--- config.mk ---
export PLATFORM = sky130hd
export DESIGN_NAME = i2c_addr_matcher
export DESIGN_NICKNAME = d
export VERILOG_FILES = /design/src/rtl/i2c_am_pkg.sv /design/src/rtl/am_regs.sv /design/src/rtl/am_cmp.sv /design/src/rtl/am_seq.sv /design/src/rtl/i2c_addr_matcher.sv
export SDC_FILE = /design/constraint.sdc
export NUM_CORES = 1
export LEC_CHECK = 0
export CAP_MARGIN = 20
export CORE_MARGIN = 2
export CORE_UTILIZATION = 40
export CTS_BUF_LIST = sky130_fd_sc_hd__clkbuf_8
export DETAILED_ROUTE_END_ITERATION = 6
export PLACE_DENSITY_LB_ADDON = 0.2
export SKIP_CTS_REPAIR_TIMING = 1
export SYNTH_ARGS = -nofsm -noshare
export SYNTH_HDL_FRONTEND = slang
export SYNTH_SLANG_ARGS = --single-unit
--- constraint.sdc ---
create_clock -name clk -period 2.1 [get_ports clk]
set_input_delay 0.315 -clock clk [delete_from_list [all_inputs] [get_ports clk]]
set_output_delay 0.315 -clock clk [all_outputs]
set_load 0.05 [all_outputs]
--- src/rtl/i2c_am_pkg.sv ---
package i2c_am_pkg;
    localparam int BYTE_W = 8;
    localparam int HI_W   = 2;
    localparam int PFX_W  = BYTE_W - HI_W - 1;
    localparam logic [PFX_W-1:0] HI_PREFIX = 5'b11110;

    typedef enum logic [1:0] {
        AM_MODE_7      = 2'd0,
        AM_MODE_10     = 2'd1,
        AM_MODE_MSKACC = 2'd2,
        AM_MODE_OFF    = 2'd3
    } am_mode_e;

    typedef struct packed {
        logic [BYTE_W-1:0] lo;
        logic [HI_W-1:0]   hi;
        logic [BYTE_W-1:0] msk;
    } am_cfg_t;

    typedef struct packed {
        logic lo7_ok;
        logic lo10_ok;
        logic hi_ok;
        logic rw;
    } am_cmp_t;

    function automatic logic matching_mode(input am_mode_e m);
        return (m == AM_MODE_7) || (m == AM_MODE_10);
    endfunction
endpackage

--- src/rtl/am_regs.sv ---
module am_regs
    import i2c_am_pkg::*;
(
    input  logic              clk,
    input  logic              rst,
    input  logic              wr,
    input  logic              sel,
    input  logic [BYTE_W-1:0] wdata,
    input  am_mode_e          mode,
    input  logic              port_en,
    output am_cfg_t           cfg,
    output logic [BYTE_W-1:0] rdata
);
    localparam int PAD_W = BYTE_W - HI_W;

    always_ff @(posedge clk) begin
        if (rst) begin
            cfg.lo  <= '0;
            cfg.hi  <= '0;
            cfg.msk <= '1;
        end else if (wr) begin
            if (!sel) begin
                if (mode == AM_MODE_MSKACC) begin
                    if (!port_en) cfg.msk <= wdata;
                end else begin
                    cfg.lo <= wdata;
                end
            end else begin
                cfg.hi <= wdata[HI_W-1:0];
            end
        end
    end

    always_comb begin
        if (sel)                          rdata = {{PAD_W{1'b0}}, cfg.hi};
        else if (mode == AM_MODE_MSKACC)  rdata = cfg.msk;
        else                              rdata = cfg.lo;
    end
endmodule

--- src/rtl/am_cmp.sv ---
module am_cmp
    import i2c_am_pkg::*;
(
    input  logic [BYTE_W-1:0] rx,
    input  am_cfg_t           cfg,
    output am_cmp_t           res
);
    logic [BYTE_W-1:0] diff;

    for (genvar i = 0; i < BYTE_W; i++) begin : g_bit
        assign diff[i] = (rx[i] ^ cfg.lo[i]) & cfg.msk[i];
    end

    always_comb begin
        res.lo7_ok  = ~|diff[BYTE_W-1:1];
        res.lo10_ok = ~|diff;
        res.hi_ok   = (rx[BYTE_W-1:HI_W+1] == HI_PREFIX) && (rx[HI_W:1] == cfg.hi);
        res.rw      = rx[0];
    end
endmodule

--- src/rtl/am_seq.sv ---
module am_seq
    import i2c_am_pkg::*;
(
    input  logic     clk,
    input  logic     rst,
    input  logic     rx_valid,
    input  logic     start_det,
    input  logic     stop_det,
    input  am_mode_e mode,
    input  logic     port_en,
    input  am_cmp_t  cmp,
    output logic     match_o,
    output logic     hi_o,
    output logic     rw_o
);
    logic await_first, await_lo, sel10;
    logic live;

    assign live = port_en && matching_mode(mode);

    always_ff @(posedge clk) begin
        if (rst) begin
            await_first <= 1'b0;
            await_lo    <= 1'b0;
            sel10       <= 1'b0;
            match_o     <= 1'b0;
            hi_o        <= 1'b0;
            rw_o        <= 1'b0;
        end else begin
            match_o <= 1'b0;
            hi_o    <= 1'b0;
            if (stop_det) begin
                await_first <= 1'b0;
                await_lo    <= 1'b0;
                sel10       <= 1'b0;
            end else if (start_det) begin
                await_first <= 1'b1;
                await_lo    <= 1'b0;
            end else if (rx_valid) begin
                await_first <= 1'b0;
                await_lo    <= 1'b0;
                if (live && await_first) begin
                    if (mode == AM_MODE_7) begin
                        if (cmp.lo7_ok) begin
                            match_o <= 1'b1;
                            rw_o    <= cmp.rw;
                        end
                    end else if (cmp.hi_ok) begin
                        hi_o <= 1'b1;
                        if (!cmp.rw) begin
                            await_lo <= 1'b1;
                        end else if (sel10) begin
                            match_o <= 1'b1;
                            rw_o    <= 1'b1;
                        end
                    end
                end else if (live && await_lo && mode == AM_MODE_10) begin
                    if (cmp.lo10_ok) begin
                        match_o <= 1'b1;
                        rw_o    <= 1'b0;
                        sel10   <= 1'b1;
                    end
                end
            end
        end
    end
endmodule

--- src/rtl/i2c_addr_matcher.sv ---
module i2c_addr_matcher
    import i2c_am_pkg::*;
(
    input  logic              clk,
    input  logic              rst,
    input  logic [BYTE_W-1:0] rx_byte,
    input  logic              rx_valid,
    input  logic              start_det,
    input  logic              stop_det,
    input  logic [1:0]        mode_sel,
    input  logic              port_en,
    input  logic              reg_wr,
    input  logic              reg_sel,
    input  logic [BYTE_W-1:0] reg_wdata,
    output logic [BYTE_W-1:0] reg_rdata,
    output logic              addr_match,
    output logic              hi_byte,
    output logic              rw_bit
);
    am_mode_e mode;
    am_cfg_t  cfg_q;
    am_cmp_t  cmp_r;

    assign mode = am_mode_e'(mode_sel);

    am_regs u_regs (
        .clk(clk), .rst(rst), .wr(reg_wr), .sel(reg_sel), .wdata(reg_wdata),
        .mode(mode), .port_en(port_en), .cfg(cfg_q), .rdata(reg_rdata)
    );

    am_cmp u_cmp (.rx(rx_byte), .cfg(cfg_q), .res(cmp_r));

    am_seq u_seq (
        .clk(clk), .rst(rst), .rx_valid(rx_valid), .start_det(start_det),
        .stop_det(stop_det), .mode(mode), .port_en(port_en), .cmp(cmp_r),
        .match_o(addr_match), .hi_o(hi_byte), .rw_o(rw_bit)
    );
endmodule

==> metrics.md, run 1 <==
| Metric | Value |
|---|---|
| Status | `finished clean` |
| CTS sink count | `24` |
| Period utilization | `0.954` |
| Post-synthesis cell count | `~150` |
| Max IR drop VDD | `roughly 0.34 mV` |
| Synth cell count leaders | `nand2_1, dfxtp_1, nor2_1` |
| Final setup violation count | `0` |
| Gr ovfl total | `0` |
| Final Net Count | `between 200 and 250` |
| Number of flops mapped to enable cells by yosys | `0` |
| Area Growth Syn to Fin | `58.3%` |
| Crit path cell chain | `clkdlybuf4s50_1, xor2_1, nor4_2, nand3_1, a2111oi_2, o21ai_1, mux2_1` |
| Largest net degree at the start of global routing | `23` |
| RSZ-0062 raised after global routing | `false` |
| Core Area | `roughly 0.003 sq mm` |
| CP arrival | `2.16 ns` |
| Crit-path max FO | `2` |
| Main flop type after synthesis | `dfxtp_1` |
| Layout cell share with drive strength beyond 1 | `0.199` |
| Root Buffer Master | `clkbuf_8` |
| Die W | `roughly 60 um` |
| Post-synth ARST share | `0` |
| Antenna Cells | `0` |
| Hold Path Class | `reg2reg` |
| Vias post-DR | `1307` |
| HPWL after DPL | `roughly 2.7 mm` |
| Max_cap viols | `0` |
| Top cells by area, synth | `dfxtp_1, mux2i_1, nand2_1` |
| Yosys top cell by area | `dfxtp_1` |
| Critical Path RT | `approximately 2.3 ns` |
| DR pass1 iterations | `4` |
| GP Congestion | `between 0.8 and 0.9` |
| Crit start category | `input port` |
| WS Path Type | `in2reg` |
| Routed Antenna Nets | `0` |
| Least-Margin Pin Slew | `0.493 ns` |
| Leakage | `~0.00089 uW` |
| Max incr delay on CP | `0.44 ns` |
| Period minus WS final | `2.00 ns` |
| Seq cells post-synth | `24` |
| CP endpoint kind | `register` |
| Cell Area, Synth | `0.00126 sq mm` |
| Synth cell types | `30` |
| TritonCTS clock tree | `yes` |
| Final Hold Viols | `0` |
| CTS Buf Count | `3` |
| Final Cell Area | `roughly 0.0020 sq mm` |
| Syn Nets | `roughly 170` |
| Die Y | `~60 um` |
| Final Skew | `~0.0043 ns` |
| Syn avg cell area | `about 8.5 sq um` |
| WL final | `~3.6 mm` |
| Starting Density | `0.418` |
| Power per cell area | `just under 600 mW/mm^2` |
| Placement Rows | `20` |
| Sequential area share after synthesis | `0.380` |
| DRT iter0 DRCs | `between 50 and 60` |
| Yosys warning total | `0` |
| Critical path's slowest cell | `clkdlybuf4s50_1` |
| Antenna violations before repair | `0` |
| Worst path bufs/invs | `1` |
| Skew-Pair Late Insertion Delay | `around 0.27 ns` |
| First-pass GRT wire length | `roughly 5.7 mm` |
| CTS Buffer Depth | `2` |
| Max frequency | `~500 MHz` |
| Synth top area share | `0.380` |
| CP top delay family | `compound AO/OA/AOI/OAI gates` |
| Cell Area, Placed | `between 0.0015 and 0.002 sq mm` |
| Via-to-Cell Ratio | `about 5.3` |
| Tot Pwr | `1150 uW` |
| Most frequent cell after synthesis | `nand2_1` |
| Average wire per cell in the routed design | `14.8 um` |
| IO Port Bufs | `36` |
| Global-route usage over all layers | `0.209` |
| Worst slew margin | `0.671` |
| Post-route DRC | `0` |
| H-tree depth | `1` |
| Clock Pin Slew Worst Setup and Hold Paths | `approximately 0.09 ns` |
| Vias in the first global route | `around 1300` |
| Slew Limit Fails | `0` |
| Ports | `37` |
| Die Area | `approximately 0.0036 sq mm` |
[cells by family after synthesis]
logic type	count (synthesis)	synth area share
muxes	11	0.0880
DFF	24	0.380
AOI/OAI and AO/OA	30	0.164
xor gates and xnor gates	10	0.0692
buffers and inverters	7	0.0277
and+or+nand+nor	66	0.271
[worst paths after layout]
| kind | depth (start not counted) | end | slack, ns | startpoint |
|---|---|---|---|---|
| setup / recovery | 7 | u_seq.rw_o$_SDFFE_PP0P_ | 0.1 | rx_byte[1] |
| hold / removal | 1 | u_seq.sel10$_SDFFE_PP0P_ | 0.47 | u_seq.sel10$_SDFFE_PP0P_ |
| setup reg to reg | 6 | u_seq.rw_o$_SDFFE_PP0P_ | 0.17 | u_regs.cfg[9]$_SDFFE_PP0P_ |
| hold reg to reg | 1 | u_seq.sel10$_SDFFE_PP0P_ | 0.47 | u_seq.sel10$_SDFFE_PP0P_ |
[worst reg2reg max path: stages, from the launching register on]
cell,delay (ns)
dfxtp_1,0.35
xor2_1,0.17
nor4_2,0.27
nand3_1,0.19
a2111oi_2,0.41
o21ai_1,0.13
mux2_1,0.32
[where the power goes]
group | switching [uW] | internal [uW] | leakage (uW)
logic | 130 | 137 | 0.000656
clock network | 153 | 255 | 0.0000357
registers | 11.6 | 468 | 0.000195
total | 294 | 860 | 0.000887
[per-layer routing]
layer / part of all wire / vias up / track usage
li1: - / 628 / -
met1: 0.41 / 610 / 0.252
met2: 0.50 / 59 / 0.366
met3: 0.060 / 10 / 0.0346
met4: 0.024 / 0 / 0.0794
met5: 0 / - / 0
[registers in the layout (all words and copies together) (netlist names)]
register,cells
u_seq.hi_o,1
u_regs.cfg,18
u_seq.match_o,1
u_seq.await_lo,1
u_seq.rw_o,1
u_seq.await_first,1
u_seq.sel10,1
[cell type report]
class,count,area [sq um]
fillers,241,1030
multi-input cells,117,768
repair buffers,55,623
flip-flops and latches,24,480
well taps,44,55.1
clock buffers,3,41.3
clock inverters,1,30.0
inverters,1,3.75
[layout by cell type (no fill, tap or decap), types with 2 or more instances in the layout]
master	count
clkbuf_8	3
mux2i_1	10
a211o_1	8
xor2_1	10
dfxtp_1	24
nand4_1	3
nand3_1	4
o21ai_1	3
nor2_1	12
clkdlybuf4s50_1	22
nand2_1	25
buf_12	10
nor3_1	4
a21oi_1	6
and2b_1	2
dlymetal6s2s_1	6
buf_4	17
nor2b_1	9
a22oi_1	3
nor4_1	2
a21oi_2	5
[per-stage QoR]
step	setup TNS, ns	setup WS [ns]	instances	utilization	hold WS [ns]
floorplan	0	0.346	148	-	0.393
global placement	-0.137	-0.137	240	0.624	0.437
detailed placement	-0.267	-0.267	240	0.624	0.449
CTS	0	0.0117	244	0.648	0.473
global route	0	0.0420	245	0.661	0.490
finish	0	0.0964	245	0.661	0.471
Power figures use the tool's default switching activity.
==> run 2, diff against run 1 <==
--- a/config.mk
+++ b/config.mk
@@ -6,7 +6,6 @@
 export NUM_CORES = 1
 export LEC_CHECK = 0
 export CAP_MARGIN = 20
-export CORE_MARGIN = 2
 export CORE_UTILIZATION = 40
 export CTS_BUF_LIST = sky130_fd_sc_hd__clkbuf_8
 export DETAILED_ROUTE_END_ITERATION = 6
==> metrics.md, run 2 (synthesis gave the netlist of run 1 again) <==
| Metric | Value |
|---|---|
| CTS Buf Count | `3 (unchanged)` |
| Post-route DRC | `0 (unchanged)` |
| Max_cap viols | `0 (unchanged)` |
| Antenna Cells | `0 (unchanged)` |
| Worst slew margin | `0.672 (+0.00143)` |
| Worst path bufs/invs | `4 (+3)` |
| Status | `finished clean` |
| Skew-Pair Late Insertion Delay | `0.26 ns (about the same)` |
| Routed Antenna Nets | `0 (unchanged)` |
| Power per cell area | `518 mW/mm^2 (-10%)` |
| Hold path endpoint | `u_seq.sel10$_SDFFE_PP0P_` |
| Max reg flops | `18 (unchanged)` |
| DR pass1 iterations | `4 (unchanged)` |
| Vias post-DR | `1300 (-0.54%)` |
| GP Congestion | `0.890 (+1.7%)` |
| Die W | `58.2 um (-3.3%)` |
| Vias in the first global route | `1289 (+1.5%)` |
| Final Hold Viols | `0 (unchanged)` |
| Largest net degree at the start of global routing | `23 (unchanged)` |
| IO Port Bufs | `36 (unchanged)` |
| WHS | `0.468 ns (-0.00274 ns)` |
| First-pass GRT wire length | `5.66 mm (-0.35%)` |
| Placement Rows | `20 (unchanged)` |
| CP Depth | `7 (unchanged)` |
| Commonest cells after routing, fill and taps aside | `clkdlybuf4s50_1, nand2_1, dfxtp_1` |
| WS Path Type | `in2out` |
| Average wire per cell in the routed design | `14.2 um (-3.8%)` |
| CTS Buffer Depth | `2 (unchanged)` |
| Period minus WS final | `2.02 ns (+0.0154 ns)` |
| Final setup violation count | `0 (unchanged)` |
| CP endpoint kind | `primary output` |
| CP top delay family | `buffers and inverters` |
| H-tree depth | `1 (unchanged)` |
| Final Skew | `0.00553 ns (+0.00121 ns)` |
| CTS sink count | `24 (unchanged)` |
| Critical path's slowest cell | `clkdlybuf4s50_1` |
| Ports | `37 (unchanged)` |
| Hold path start | `u_seq.sel10$_SDFFE_PP0P_` |
| Gr ovfl total | `0 (unchanged)` |
| CP arrival | `1.70 ns (-0.46 ns)` |
| Crit path cell chain | `clkdlybuf4s50_1, buf_4, nor2b_1, buf_4, nand2_1, a21oi_2, buf_12` |
| Crit start category | `input port` |
| Hold Path Class | `reg2reg` |
| Max incr delay on CP | `0.52 ns (+0.08 ns)` |
| RSZ-0062 raised after global routing | `false` |
| Slew Limit Fails | `0 (unchanged)` |
| Final Net Count | `229 (+0.44%)` |
| Via-to-Cell Ratio | `5.31 (-0.54%)` |
| DRT iter0 DRCs | `62 (+8.8%)` |
| Starting Density | `0.418 (unchanged)` |
| Max IR drop VDD | `0.311 mV (-8.8%)` |
| Commonest non-fill, non-tap cell in the layout | `clkdlybuf4s50_1` |
| Largest reg by FF count | `u_regs.cfg` |
| Worst R2R Start | `u_regs.cfg[9]$_SDFFE_PP0P_` |
| Tot Pwr | `1010 uW (-12%)` |
| Fillers | `272 (+13%)` |
| Antenna violations before repair | `0 (unchanged)` |
| Least-Margin Pin Slew | `0.490 ns (-0.00213 ns)` |
| TritonCTS clock tree | `yes` |
| Reg2Reg Setup Slack | `0.32 ns (+0.15 ns)` |
| Area Growth Syn to Fin | `54.8%` |
| Die Area | `0.00339 sq mm (-6.5%)` |
| Root Buffer Master | `clkbuf_8` |
| Crit-path max FO | `6 (+4)` |
| Global-route usage over all layers | `0.219 (+0.00964)` |
| Hold Path Stages | `1 (unchanged)` |
| FF-to-FF path depth | `6 (unchanged)` |
| Critical Path RT | `1.78 ns (-0.48 ns)` |
| WL final | `3.49 mm (-3.8%)` |
| Die Y | `58.2 um (-3.3%)` |
| Clock Pin Slew Worst Setup and Hold Paths | `0.08 ns (about the same)` |
| Leakage | `0.000816 uW (-7.9%)` |
| Max frequency | `495 MHz (-0.76%)` |
| Period utilization | `0.961 (+0.00731)` |
| Worst reg2reg path endpoint | `u_seq.rw_o$_SDFFE_PP0P_` |
| Layout cell share with drive strength beyond 1 | `0.209 (+0.00995)` |
| Setup TNS | `0 ns (unchanged)` |
| Top cell by count, worst path | `buf_4` |
| HPWL after DPL | `2.65 mm (-0.65%)` |
| Core Area | `0.00303 sq mm (unchanged)` |
[run 2: routing by layer]
metal	global-route usage	wire length (um)
met5	0	0
met4	0.0952	84
met3	0.0313	183
met2	0.379	1690
met1	0.268	1530
[run 2: power by group]
part           total [uW]  switching [uW]  internal (uW)
logic                 270             131            139
clock network         265             137            128
registers             479            11.5            468
total                1010             279            735
[run 2: worst max-delay path by stage]
stage	start	end	slack (ns)
after CTS	mode_sel[0]	reg_rdata[1]	0.04
final	mode_sel[1]	reg_rdata[3]	0.08
after detailed placement	rx_byte[7]	u_seq.rw_o$_SDFFE_PP0P_	-0.18
after floorplan	mode_sel[1]	reg_rdata[2]	0.35
after global placement	rx_byte[7]	u_seq.rw_o$_SDFFE_PP0P_	-0.14
after global routing	rx_byte[5]	u_seq.rw_o$_SDFFE_PP0P_	0.002
[run 2: layout make-up]
type,instances,area (sq um),share of cell area
Tap cell,44,55.1,0.0281
Inverter,1,3.75,0.00192
Timing Repair Buffer,56,603,0.308
Multi-Input combinational cell,117,774,0.396
Sequential cell,24,480,0.245
Clock buffer,3,41.3,0.0211
[run 2: metrics by stage]
stage,worst slack (ns),cells,area [sq um],utilization
floorplan,0.346,148,1260,-
global placement,-0.140,242,1890,0.625
detailed placement,-0.177,242,1890,0.625
CTS,0.0388,245,1930,0.638
global route,0.00192,245,1960,0.647
finish,0.0810,245,1960,0.647
